<file path="src/rtl/usb_link_pkg.sv">
package usb_link_pkg;
  localparam int LS_W = 3;

  typedef enum logic [LS_W-1:0] {
    LS_DETACHED  = 3'd0,
    LS_POWERED   = 3'd1,
    LS_PWR_IDLE  = 3'd2,
    LS_RESUMING  = 3'd3,
    LS_ACT_NOSOF = 3'd4,
    LS_ACTIVE    = 3'd5,
    LS_SUSPENDED = 3'd6
  } link_state_e;

  typedef struct packed {
    logic bus_reset;
    logic bus_idle;
    logic bus_wake;
    logic sof_seen;
    logic jstate_seen;
    logic resume_req;
  } link_evt_t;

  function automatic logic is_active(input link_state_e s);
    return (s == LS_ACTIVE) || (s == LS_ACT_NOSOF);
  endfunction

  function automatic logic is_suspended(input link_state_e s);
    return (s == LS_SUSPENDED) || (s == LS_PWR_IDLE);
  endfunction
endpackage

</file>
<file path="src/rtl/usb_link_next.sv">
module usb_link_next
  import usb_link_pkg::*;
(
  input  link_state_e cur_i,
  input  logic        live_i,
  input  link_evt_t   evt_i,
  output link_state_e nxt_o
);
  always_comb begin
    nxt_o = cur_i;
    if (!live_i) begin
      nxt_o = LS_DETACHED;
    end else begin
      unique case (cur_i)
        LS_DETACHED:  nxt_o = LS_POWERED;
        LS_POWERED: begin
          if (evt_i.bus_reset)       nxt_o = LS_ACT_NOSOF;
          else if (evt_i.resume_req) nxt_o = LS_RESUMING;
          else if (evt_i.bus_idle)   nxt_o = LS_PWR_IDLE;
        end
        LS_PWR_IDLE: begin
          if (evt_i.bus_reset)       nxt_o = LS_ACT_NOSOF;
          else if (evt_i.bus_wake)   nxt_o = LS_POWERED;
        end
        LS_RESUMING: begin
          if (evt_i.jstate_seen || evt_i.bus_reset) nxt_o = LS_ACT_NOSOF;
        end
        LS_ACT_NOSOF: begin
          if (evt_i.bus_idle)        nxt_o = LS_SUSPENDED;
          else if (evt_i.sof_seen)   nxt_o = LS_ACTIVE;
        end
        LS_ACTIVE: begin
          if (evt_i.bus_idle)        nxt_o = LS_SUSPENDED;
          else if (evt_i.bus_reset)  nxt_o = LS_ACT_NOSOF;
        end
        LS_SUSPENDED: begin
          if (evt_i.bus_reset)       nxt_o = LS_ACT_NOSOF;
          else if (evt_i.bus_wake)   nxt_o = LS_RESUMING;
        end
        default:      nxt_o = LS_DETACHED;
      endcase
    end
  end
endmodule

</file>
<file path="src/rtl/usb_link_status.sv">
module usb_link_status
  import usb_link_pkg::*;
(
  input  link_state_e st_i,
  input  logic        vbus_i,
  output logic        disc_o,
  output logic        pwr_o,
  output logic        susp_o,
  output logic        act_o
);
  logic act_w;
  assign act_w  = is_active(st_i);
  assign act_o  = act_w;
  assign susp_o = is_suspended(st_i);
  assign disc_o = (st_i == LS_DETACHED);
  assign pwr_o  = vbus_i & ((st_i == LS_POWERED) | act_w);
endmodule

</file>
<file path="src/rtl/usb_link_tracker.sv">
module usb_link_tracker
  import usb_link_pkg::*;
(
  input  logic            clk_i,
  input  logic            rst_ni,
  input  logic            vbus_sense_i,
  input  logic            pullup_en_i,
  input  logic            bus_reset_i,
  input  logic            bus_idle_i,
  input  logic            bus_wake_i,
  input  logic            sof_seen_i,
  input  logic            jstate_seen_i,
  input  logic            resume_req_i,
  output logic [LS_W-1:0] link_state_o,
  output logic            st_disconnected_o,
  output logic            st_powered_o,
  output logic            st_suspended_o,
  output logic            st_active_o
);
  link_state_e state_q, state_d;
  link_evt_t   evt_w;
  logic        live_w;

  assign live_w = vbus_sense_i & pullup_en_i;
  assign evt_w  = '{bus_reset:   bus_reset_i,
                    bus_idle:    bus_idle_i,
                    bus_wake:    bus_wake_i,
                    sof_seen:    sof_seen_i,
                    jstate_seen: jstate_seen_i,
                    resume_req:  resume_req_i};

  usb_link_next u_next (
    .cur_i  (state_q),
    .live_i (live_w),
    .evt_i  (evt_w),
    .nxt_o  (state_d)
  );

  always_ff @(posedge clk_i or negedge rst_ni) begin
    if (!rst_ni) state_q <= LS_DETACHED;
    else         state_q <= state_d;
  end

  usb_link_status u_status (
    .st_i   (state_q),
    .vbus_i (vbus_sense_i),
    .disc_o (st_disconnected_o),
    .pwr_o  (st_powered_o),
    .susp_o (st_suspended_o),
    .act_o  (st_active_o)
  );

  assign link_state_o = state_q;
endmodule

</file>
<file path="config.mk">
export PLATFORM = sky130hd
export DESIGN_NAME = usb_link_tracker
export DESIGN_NICKNAME = d
export VERILOG_FILES = /design/src/rtl/usb_link_pkg.sv /design/src/rtl/usb_link_next.sv /design/src/rtl/usb_link_status.sv /design/src/rtl/usb_link_tracker.sv
export SDC_FILE = /design/constraint.sdc
export NUM_CORES = 1
export LEC_CHECK = 0
export BUFFER_PORTS_ARGS = -buffer_cell sky130_fd_sc_hd__buf_4
export CAP_MARGIN = 30
export CORE_AREA = 2 2 39 41
export DETAILED_ROUTE_END_ITERATION = 7
export DIE_AREA = 0 0 41 43
export HOLD_SLACK_MARGIN = 0.05
export PLACE_DENSITY = 0.63
export SLEW_MARGIN = 5
export SYNTH_ARGS = -nofsm -noshare
export SYNTH_HDL_FRONTEND = slang
export SYNTH_SLANG_ARGS = --single-unit
</file>
<file path="constraint.sdc">
create_clock -name clk_i -period 3.1 [get_ports clk_i]
set_input_delay 0.62 -clock clk_i [delete_from_list [all_inputs] [get_ports clk_i]]
set_output_delay 0.62 -clock clk_i [all_outputs]
set_load 0.01 [all_outputs]
</file>
==> impl_metrics.json <==
{
  "reg2reg_depth": 4,
  "cpPeakStageDelay_ns": 0.61,
  "setup_slack_ns": 1.24,
  "synth_adder_area_share_pct": 0,
  "run_status": "finished, final reports clean",
  "critPathLaunchType": "flop",
  "synth_edf_count": 0,
  "period_needed_ns": 1.86,
  "cts_tree": "done",
  "final_cell_mix": "buf_4 (16), nor2_1 (9)",
  "clk_path_buf_depth": 2,
  "rsz0062_at_grt": "false",
  "core-area_um2": 1380,
  "postCtsSetupBuffers": 0,
  "synth_compound_area_share_pct": 26.0,
  "critPathMaxFanout": 15,
  "fmax_mhz": 538,
  "start_util_pct": 26.4,
  "cp_num_buf_inv": 1,
  "critical_path_class": "reg -> out",
  "fin_crit_sh_pct": 59.9,
  "cts.clk_slew.worst_paths_ns": 0.04,
  "worstSetupEndpointType": "primary output",
  "fillCellCount": 150,
  "grt_pass1_vias": 357,
  "startpoint": "link_state_o[1]",
  "dieArea_um2": 1760,
  "synth_top_family_by_area": "simple AND/OR/NAND/NOR gates",
  "p_per_area_nw_per_um2": 334,
  "crit_family": "flip-flops",
  "layout-drive-gt1-share_pct": 38.7,
  "place.gp.congestion": 0.737,
  "synth.distinct_cells": 28,
  "cts-buffers-inserted": 3,
  "worst_pin_slew_ns": 0.447,
  "htreeDepth": 1,
  "hpwl_um": 640,
  "hold_class": "in -> async",
  "final_common_cell": "buf_4",
  "clockRootBuffer": "clkbuf_4",
  "port-buffer-count": 16,
  "irDropWorstVdd_uv": 147,
  "antenna_found_initial": 0,
  "grt_max_degree": 16,
  "holdBufCountCts": 0,
  "critPathSlowestCell": "dfrtp_1",
  "ys.flop_type": "dfrtp_1",
  "worstPathArrival_ns": 1.24,
  "async_flop_share_pct": 100,
  "finClkSkew_ns": 0.000548,
  "cp_data_required_time_ns": 2.48,
  "area_growth_pct": 32.5,
  "grt_overflow": 0,
  "yosys_warnings": 0,
  "num_io_pins": 17,
  "pre_cts_ws_ns": 1.46,
  "hold_viol": 0,
  "die_h_um": 43,
  "syn_avg_cell_area_um2": 7.94,
  "initialDrtViolationCount": 5,
  "maxCapViolCount": 0,
  "cts_sinks": 3,
  "routed_via_density": 4.96,
  "timing.rr.end": "link_state_o[1]",
  "synthMuxAreaShare_pct": 4.11,
  "n_antenna_cell": 0,
  "r2r_slack_ns": 1.59,
  "ctsResizeCount": 0,
  "drt_wl_total_um": 871,
  "syn_inst": 46,
  "antenna_left": 0,
  "via_count": 387,
  "row_count": 14,
  "drc_errors": 0,
  "synth_xor_area_share_pct": 0,
  "first_pass_iters": 4,
  "die_w_um": 41,
  "clk_latency_ns": 0.24,
  "power.leakage_nw": 0.231,
  "ys_seq_area_share_pct": 20.5,
  "netlist_area_um2": 365,
  "grt_pass1_wl_um": 1400,
  "synth_nets": 56,
  "crit-reg2reg-launch": "link_state_o[1]",
  "yosys.area_share.simple_pct": 34.2,
  "setup_tns_ns": 0,
  "slew_headroom_pct": 70.2,
  "wire_per_inst_um": 11.2,
  "cp_cell_sequence": "and2b_1, buf_4",
  "synth_seq_cells": 3,
  "largest_reg_flops": 3,
  "finalSetupViolCount": 0,
  "grt_use_total_pct": 12.3,
  "fin_nets": 73,
  "slew_viol_final": 0
}
## routing by layer
metal  track usage [%]  up-vias  routed length, um
li1                  -      195                  -
met1              14.5      178                339
met2              16.6       12                457
met3              4.71        2                 54
met4              10.0        0                 19
met5                 0        -                  0
## through the flow
step	util [%]	area, um^2	hold WS, ns	power, mW	cells
final	35.0	484	0.159	0.162	78
after global routing	35.0	484	0.158	0.171	78
after CTS	35.0	484	0.152	0.166	78
after detailed placement	33.1	458	0.413	0.0914	74
after global placement	33.1	458	0.409	0.0908	74
after floorplan	-	365	0.324	0.0746	46
## synthesized netlist by cell type, drive strengths merged (2+ instances only)
library cell	count	area, um^2
nand2b	2	12.5
nor3b	2	20.0
a221oi	2	23.8
dfrtp	3	75.1
inv	2	7.51
nor3	3	15.0
nor2	9	33.8
nand2	3	11.3
buf	3	33.8
## how the worst max path moves through the flow
stage                          end  slack (ns)  depth (start not counted)
detailed placement    st_powered_o        1.46                          3
global placement      st_powered_o        1.47                          3
floorplan             st_powered_o        1.52                          2
CTS                 st_suspended_o        1.23                          2
global route        st_suspended_o        1.17                          2
finish              st_suspended_o        1.24                          2
## power by group
part / total [mW] / internal (mW) / switching, mW
registers: 0.0467 / 0.0410 / 0.00569
clock network: 0.0717 / 0.0484 / 0.0232
logic: 0.0435 / 0.0252 / 0.0183
total: 0.162 / 0.115 / 0.0473
## final cells by class
cell class	count	area (um^2)	area share [%]
Timing Repair Buffer	16	120	24.8
Multi-Input combinational cell	37	235	48.6
Inverter	2	7.51	1.55
Clock buffer	4	26.3	5.43
Sequential cell	3	75.1	15.5
Tap cell	16	20.0	4.13
## logic make-up after synthesis
logic type	count (synthesis)
AO/OA/AOI/OAI	12
buffers and inverters	6
flip-flops	3
multiplexers	1
AND/OR/NAND/NOR	24
(Power assumes the default switching activity.)
